<file path="src/rtl/objsh_pkg.sv">
// Package: shared register-select encoding for the sprite serializer.
// Assumes the most significant write-address bit chooses the register bank.
package objsh_pkg;
    typedef enum logic {
        BANK_POS   = 1'b0,
        BANK_COLOR = 1'b1
    } reg_bank_e;
endpackage

</file>
<file path="src/rtl/objsh_cc_counter.sv">
// Module: color-clock counter for one scan line.
// Counts cc_en pulses modulo LINE_CLOCKS; line_start forces zero and wins over cc_en.
module objsh_cc_counter #(
    parameter int LINE_CLOCKS = 228,
    parameter int CNT_W       = $clog2(LINE_CLOCKS)
) (
    input  logic             clk,
    input  logic             rst_n,
    input  logic             cc_en,
    input  logic             line_start,
    output logic [CNT_W-1:0] cnt
);
    localparam logic [CNT_W-1:0] LAST = CNT_W'(LINE_CLOCKS - 1);

    // Advance, wrap or restart the count.
    always_ff @(posedge clk) begin
        if (!rst_n) begin
            cnt <= '0;
        end else if (line_start) begin
            cnt <= '0;
        end else if (cc_en) begin
            cnt <= (cnt == LAST) ? '0 : cnt + 1'b1;
        end
    end
endmodule

</file>
<file path="src/rtl/objsh_lane.sv">
// Module: one player's position compare and graphics shifter.
// Loads the graphics byte on a match and presents it MSB first for PIX_W color clocks.
// A fresh match during a shift reloads the byte and restarts the shift.
module objsh_lane #(
    parameter int PIX_W = 8,
    parameter int POS_W = 8
) (
    input  logic             clk,
    input  logic             rst_n,
    input  logic             cc_en,
    input  logic [POS_W-1:0] cnt,
    input  logic [POS_W-1:0] pos,
    input  logic [PIX_W-1:0] gfx,
    output logic             lit
);
    localparam int LEFT_W = $clog2(PIX_W + 1);

    logic [PIX_W-1:0]  shreg;
    logic [LEFT_W-1:0] left;
    logic              hit;

    // Match strobe for this color clock.
    always_comb hit = cc_en && (cnt == pos);

    // Load on match, otherwise shift one bit per enabled color clock.
    always_ff @(posedge clk) begin
        if (!rst_n) begin
            shreg <= '0;
            left  <= '0;
        end else if (hit) begin
            shreg <= gfx;
            left  <= LEFT_W'(PIX_W);
        end else if (cc_en && (left != '0)) begin
            shreg <= {shreg[PIX_W-2:0], 1'b0};
            left  <= left - 1'b1;
        end
    end

    // Presented bit is lit only while a shift is in progress.
    always_comb lit = (left != '0) && shreg[PIX_W-1];
endmodule

</file>
<file path="src/rtl/objsh_prio_mux.sv">
// Module: fixed-priority color select across players, index 0 highest.
// Drives zero color when no player is lit.
module objsh_prio_mux #(
    parameter int NUM_PLAYERS = 4,
    parameter int COLOR_W     = 8
) (
    input  logic [NUM_PLAYERS-1:0]         lit,
    input  logic [NUM_PLAYERS*COLOR_W-1:0] colors,
    output logic                           valid,
    output logic [COLOR_W-1:0]             color
);
    // Scan from lowest priority upward so the lowest index overrides.
    always_comb begin
        valid = |lit;
        color = '0;
        for (int i = NUM_PLAYERS - 1; i >= 0; i--) begin
            if (lit[i]) color = colors[i*COLOR_W +: COLOR_W];
        end
    end
endmodule

</file>
<file path="src/rtl/objsh_top.sv">
// Module: sprite horizontal position serializer top level.
// Holds per-player position and color registers, one shared color-clock counter,
// one shifter lane per player and a priority color mux. Assumes counter width <= POS_W.
module objsh_top #(
    parameter int NUM_PLAYERS = 4,
    parameter int PIX_W       = 8,
    parameter int POS_W       = 8,
    parameter int COLOR_W     = 8,
    parameter int LINE_CLOCKS = 228,
    parameter int SEL_W       = $clog2(NUM_PLAYERS),
    parameter int ADDR_W      = SEL_W + 1
) (
    input  logic                         clk,
    input  logic                         rst_n,
    input  logic                         cc_en,
    input  logic                         line_start,
    input  logic [NUM_PLAYERS*PIX_W-1:0] gfx_bytes,
    input  logic                         reg_wr_en,
    input  logic [ADDR_W-1:0]            reg_wr_addr,
    input  logic [POS_W-1:0]             reg_wr_data,
    output logic                         pix_valid,
    output logic [COLOR_W-1:0]           pix_color
);
    import objsh_pkg::*;

    localparam int CNT_W = $clog2(LINE_CLOCKS);

    logic [CNT_W-1:0]               cnt_q;
    logic [POS_W-1:0]               cnt_ext;
    logic [NUM_PLAYERS*POS_W-1:0]   pos_q;
    logic [NUM_PLAYERS*COLOR_W-1:0] col_q;
    logic [NUM_PLAYERS-1:0]         lit;
    reg_bank_e                      bank;
    logic [SEL_W-1:0]               who;

    // Decode the write address into bank and player.
    always_comb begin
        bank = reg_bank_e'(reg_wr_addr[ADDR_W-1]);
        who  = reg_wr_addr[SEL_W-1:0];
    end

    // Widen the count for comparison against positions.
    always_comb cnt_ext = POS_W'(cnt_q);

    objsh_cc_counter #(
        .LINE_CLOCKS(LINE_CLOCKS),
        .CNT_W      (CNT_W)
    ) u_cnt (
        .clk       (clk),
        .rst_n     (rst_n),
        .cc_en     (cc_en),
        .line_start(line_start),
        .cnt       (cnt_q)
    );

    generate
        for (genvar g = 0; g < NUM_PLAYERS; g++) begin : g_player
            // Position and color registers for this player.
            always_ff @(posedge clk) begin
                if (!rst_n) begin
                    pos_q[g*POS_W +: POS_W]     <= '0;
                    col_q[g*COLOR_W +: COLOR_W] <= '0;
                end else if (reg_wr_en && (who == SEL_W'(g))) begin
                    if (bank == BANK_POS)
                        pos_q[g*POS_W +: POS_W] <= reg_wr_data;
                    else
                        col_q[g*COLOR_W +: COLOR_W] <= COLOR_W'(reg_wr_data);
                end
            end

            objsh_lane #(
                .PIX_W(PIX_W),
                .POS_W(POS_W)
            ) u_lane (
                .clk  (clk),
                .rst_n(rst_n),
                .cc_en(cc_en),
                .cnt  (cnt_ext),
                .pos  (pos_q[g*POS_W +: POS_W]),
                .gfx  (gfx_bytes[g*PIX_W +: PIX_W]),
                .lit  (lit[g])
            );
        end
    endgenerate

    objsh_prio_mux #(
        .NUM_PLAYERS(NUM_PLAYERS),
        .COLOR_W    (COLOR_W)
    ) u_mux (
        .lit   (lit),
        .colors(col_q),
        .valid (pix_valid),
        .color (pix_color)
    );
endmodule

</file>
<file path="config.mk">
export PLATFORM = sky130hd
export DESIGN_NAME = objsh_top
export DESIGN_NICKNAME = d
export VERILOG_FILES = /design/src/rtl/objsh_pkg.sv /design/src/rtl/objsh_cc_counter.sv /design/src/rtl/objsh_lane.sv /design/src/rtl/objsh_prio_mux.sv /design/src/rtl/objsh_top.sv
export SDC_FILE = /design/constraint.sdc
export NUM_CORES = 1
export LEC_CHECK = 0
export BUFFER_PORTS_ARGS = -buffer_cell sky130_fd_sc_hd__buf_2
export CAP_MARGIN = 0
export CORE_MARGIN = 2
export CORE_UTILIZATION = 64
export DETAILED_ROUTE_END_ITERATION = 10
export GPL_ROUTABILITY_DRIVEN = 0
export MAX_ROUTING_LAYER = met4
export PLACE_DENSITY = 0.9
export SLEW_MARGIN = 20
export SYNTH_ARGS = -nofsm -noshare
export SYNTH_HDL_FRONTEND = slang
export SYNTH_SLANG_ARGS = --single-unit
</file>
<file path="constraint.sdc">
create_clock -name clk -period 6.9 [get_ports clk]
set_clock_uncertainty 0.05 [all_clocks]
set_input_delay 1.38 -clock clk [delete_from_list [all_inputs] [get_ports clk]]
set_output_delay 1.38 -clock clk [all_outputs]
set_load 0.03 [all_outputs]
</file>
Word-level counts from Yosys, hierarchy flattened
Index checks and enable logic that the tools add are counted.

Reduce and logical (&&, ||, !) cells: 39. Bitwise operators: 2. Muxes and demuxes: 21. Equal/unequal tests: 8. Add/subtract/negate cells: 5.

Operator list (number): 8-bit two-way mux (13); 8-bit equality test (4); 4-bit two-way mux (8); 1-bit logical AND (16); 2-bit AND reduction (8); 4-bit nonzero test (4); 4-bit by 1-bit subtractor with 4-bit output, second input constant (4); 2-bit OR reduction (5); 8-bit by 1-bit adder with 8-bit output, second input constant (1); 8-bit equality test, second input constant (1); 2-bit nonzero test (4); 2-bit equality test, second input constant (2); 4-bit OR reduction (1); 2-bit by 1-bit equality test with 1-bit output, second input constant (1); 2-bit logical NOT (1); 1-bit NOT (2).

Register bits: 120. Input port bits: 48. Output and inout bits: 9. Logic and storage cells: 96.

Depth between registers and ports, before layout
Depth in word-level cells: 6. Mapped depth: 8. Gate-level depth less buffers: 6.

Modules after synthesis
Synthesis repeated with hierarchy kept, for this count alone.

Cells, all modules: 618. Area total of the unflattened synthesis: 5920.7 sq um.

By module, submodules not included: objsh_lane (cells each 80, area an instance 739.5 sq um, seq. area each 240.2 sq um, times used 4); objsh_top (cells each 223, area an instance 2348.5 sq um, seq. area each 1281.2 sq um, times used 1); objsh_cc_counter (cells each 40, area an instance 386.6 sq um, seq. area each 160.2 sq um, times used 1); objsh_prio_mux (cells each 35, area an instance 227.7 sq um, seq. area each 0.0 sq um, times used 1).

Worst setup path after synthesis
Ideal clock, no wire load.

Path kind: reg-to-output. Start point: register g_player[2].u_lane.left[0]. End point: output port pix_color[0]. Buffers on the path: 1. Arrival time: 1984 ps. Cell stages (with the launch flop): 8. Required time: 5470 ps. Path slack: 3486 ps. Cells stage by stage: dfxtp_1 > inv_1 > ha_1 > or3b_1 > buf_2 > a211oi_4 > a221oi_1 > o21ai_1.

Longest elaborated chain between the ends: 5.

RTL lines: start: declaration (RTL line objsh_lane.sv:19) `logic [LEFT_W-1:0] left;`; start signal: assignment (RTL line objsh_lane.sv:32) `left <= LEFT_W'(PIX_W);`; start signal: assignment (RTL line objsh_lane.sv:35) `left <= left - 1'b1;`; 4-bit nonzero test (RTL line objsh_lane.sv:40) `always_comb lit = (left != '0) && shreg[PIX_W-1];`; 1-bit logical AND (RTL line objsh_lane.sv:40); 8-bit two-way mux (3 in a row) (RTL line objsh_prio_mux.sv:17) `if (lit[i]) color = colors[i*COLOR_W +: COLOR_W];`; end: declaration (RTL line objsh_top.sv:22) `output logic [COLOR_W-1:0] pix_color`.

Every way passes these cells.

Worst setup path in the final report
Start point: register g_player[2].u_lane.left[0]. End point: output port pix_valid.

Longest elaborated chain between the ends: 3.

RTL lines: 4-bit nonzero test (RTL line objsh_lane.sv:40); 1-bit logical AND (RTL line objsh_lane.sv:40); 4-bit OR reduction (RTL line objsh_prio_mux.sv:14) `valid = |lit;`; end: declaration (RTL line objsh_top.sv:21) `output logic pix_valid,`.

Every way passes these cells.

==> impl_results.md <==
* Distinct cells, synth at 44
* Commonest non-fill, non-tap cells in the layout: 188 x nand2_1, 120 x dfxtp_1, 74 x a21oi_1
* Boundary pin count at 57
* Final hold vios at 0
* Largest area contributor in the netlist: dfxtp_1
* Cts bufs inserted at 17
* P_leak at 0.00243 uW
* Syn_area_per_cell at 7.92 sq um
* Total power draw at 2010 uW
* Root Buffer: clkbuf_8
* Clock Sink Count at 120
* # nets final at 800
* CP peak stage delay at 0.56 ns
* Gr ovfl total at 0
* PD cells at 306 mW/mm^2
* FF+latch count, synth at 120
* Residual DRC at 0
* Achievable clock frequency at 0.239 GHz
* Setup TNS at 0 ns
* Cells after synthesis at 721
* Initial drt markers at 513
* Top cells by area, synth: dfxtp_1 42%, nand2_1 12%, a21oi_1 6.5%
* Via count at 5444
* Pre-Repair DR Iteration Count at 6
* Via/cell ratio at 6.28
* Slew @ Worst Pin at 1.06 ns
* Fillers at 603
* Hold Crit Start: col_q[25]
* Tmin final at 4.18 ns
* Yosys top cell area share at 42.1%
* Setup CP Type: flop to output pin
* Die area at 0.00969 sq mm
* Slew Viols, Final at 0
* Vias in the first global route at 5273
* Post-DP HPWL at 9.37 mm
* Maximum vdd drop at 0.000223 V
* Async set or reset register ratio after synthesis at 0%
* Final antenna-violating net count at 0
* Wire length per cell at 17.5 um
* Largest net degree at the start of global routing at 81
* Mapped Nets at 774
* Register clock-pin slew on the reported worst setup and hold paths at 0.06 ns
* Final Setup Violations at 0
* Seq. cell area at 0.00240 sq mm
* FP Rows at 34
* Multi-input logic area at 0.00306 sq mm
* Hold Crit Class: flop to flop
* First-pass GRT wire length at 24.5 mm
* Final period util at 60.6%
* Most common cell after layout, fill and taps aside: nand2_1
* Crit Reg-Reg Startpoint: u_cnt.cnt[3]
* Antenna fix cells at 0
* Port Buffers at 56
* Layout overhead on the synthesized area at 15.1%
* DRT Wirelength at 15.2 mm
* Clock Path Buffers at 2
* Share of post-route cells with drive strength above 1 at 13.2%
* Element type at the critical path start: flop
* CTS H-tree lvls at 4
* Placeable Area at 0.00868 sq mm
* Crit path from: g_player[2].u_lane.left[0]
* Worst Path Required at 5.47 ns
* Die Ht at 98.5 um
* CTS tree: done
* Syn Std Cell Area at 0.00571 sq mm
* Yosys warnings at 0
* Antenna violations before repair at 0
* Max transition margin at 29.2%
* GRT Total Usage at 32.5%
* Number of flops mapped to enable cells by yosys at 0
* Critical path cell sequence: inv_1 > ha_1 > or3b_1 > and2_1 > or4_4 > buf_2
* Arr. time, crit path at 2.75 ns
* Max Cap Viol at 0
* Setup crit end kind: output pin
* Main synth FF type: dfxtp_1
* RSZ-0062 raised after global routing: no
* Die width at 98.5 um
* Latest clock arrival within the worst-skew pair at 0.53 ns
* Post_cts resized at 0
* Cell with the largest stage delay on the worst path: or3b_1
* Sequential fraction of the synthesis area at 42.1%
* CP max FO at 11
* Initial cell density of the core at 65.8%
* Status: completed
* Post-CTS Setup Inserts at 0
* Hold-fix buffers at CTS at 0
## flip-flops by register name, summed over array words and instances (netlist names)
| name | cells |
|---|---|
| col_q | 32 |
| u_cnt.cnt | 8 |
| pos_q | 32 |
| g_player.u_lane.shreg | 32 |
| g_player.u_lane.left | 16 |
## synth_stat cells (9+ instances only)
cell type  number
nor3_1         13
buf_2          20
nand4_1         9
a311oi_1       14
buf_1           9
and3_1         22
a21oi_1        74
dfxtp_1       120
nor2_1         14
clkbuf_1       21
nand2_1       188
mux2i_1        19
nand3_1        28
o21ai_0        24
a21boi_0       14
xnor2_1        38
nor4_1         14
inv_1          10
## where the power goes
| part | total [uW] | switching, uW | internal (uW) |
|---|---|---|---|
| Clock | 962 | 323 | 639 |
| Combinational | 284 | 182 | 102 |
| Sequential | 764 | 29.3 | 735 |
| Total | 2010 | 535 | 1480 |
## layout make-up
cell class / count / area share (%)
multi-input cells: 539 / 46.5
flip-flops and latches: 120 / 36.6
clock buffers: 19 / 6.72
repair buffers: 58 / 4.49
clock inverters: 12 / 3.03
well taps: 108 / 2.06
inverters: 11 / 0.628
## path summary, 6_finish.rpt
path                                              endpoint  slack [ns]  cells past startpoint
worst min register to register                   col_q[25]        0.42                      2
worst max-delay path                             pix_valid        2.72                      6
worst min-delay path                             col_q[25]        0.42                      2
worst max register to register  g_player[0].u_lane.left[1]        4.71                      4
## cell families (layout without fill, tap and decap cells)
family                     count (synthesis)  in the layout  synth area share [%]
AOI/OAI and AO/OA                        153            153                  16.4
xor gates and xnor gates                  43             43                  6.60
adders and majority gates                  5              5                  1.10
buffers and inverters                     62            100                  4.65
DFF                                      120            120                  42.1
muxes                                     19             19                  3.33
and+or+nand+nor                          319            319                  25.9
## worst max-delay path: cells and delay by family (launching register included)
| family | cells | cell delay, ns |
|---|---|---|
| adders and majority gates | 1 | 0.15 |
| buffers and inverters | 2 | 0.25 |
| DFF | 1 | 0.33 |
| and+or+nand+nor | 3 | 1.48 |
## layer usage
layer / up-vias / global-route usage [%] / part of all wire (%)
met5: - / - / 0
met4: 0 / 15.6 / 4.1
met3: 73 / 8.23 / 8.4
met2: 277 / 52.2 / 48
met1: 2542 / 38.2 / 39
li1: 2552 / - / -
## through the flow
stage	area (sq um)	instances	worst slack, ns	util (%)	hold WS, ns
2_1_floorplan	5710	721	3.49	-	0.383
3_3_place_gp	5930	836	3.35	68.3	0.395
3_5_place_dp	5930	836	3.31	68.3	0.402
4_1_cts	6570	867	2.73	75.7	0.413
5_1_grt	6570	867	2.58	75.7	0.432
6_report	6570	867	2.72	75.7	0.416
Note: power is estimated with default switching activity, not from simulation.
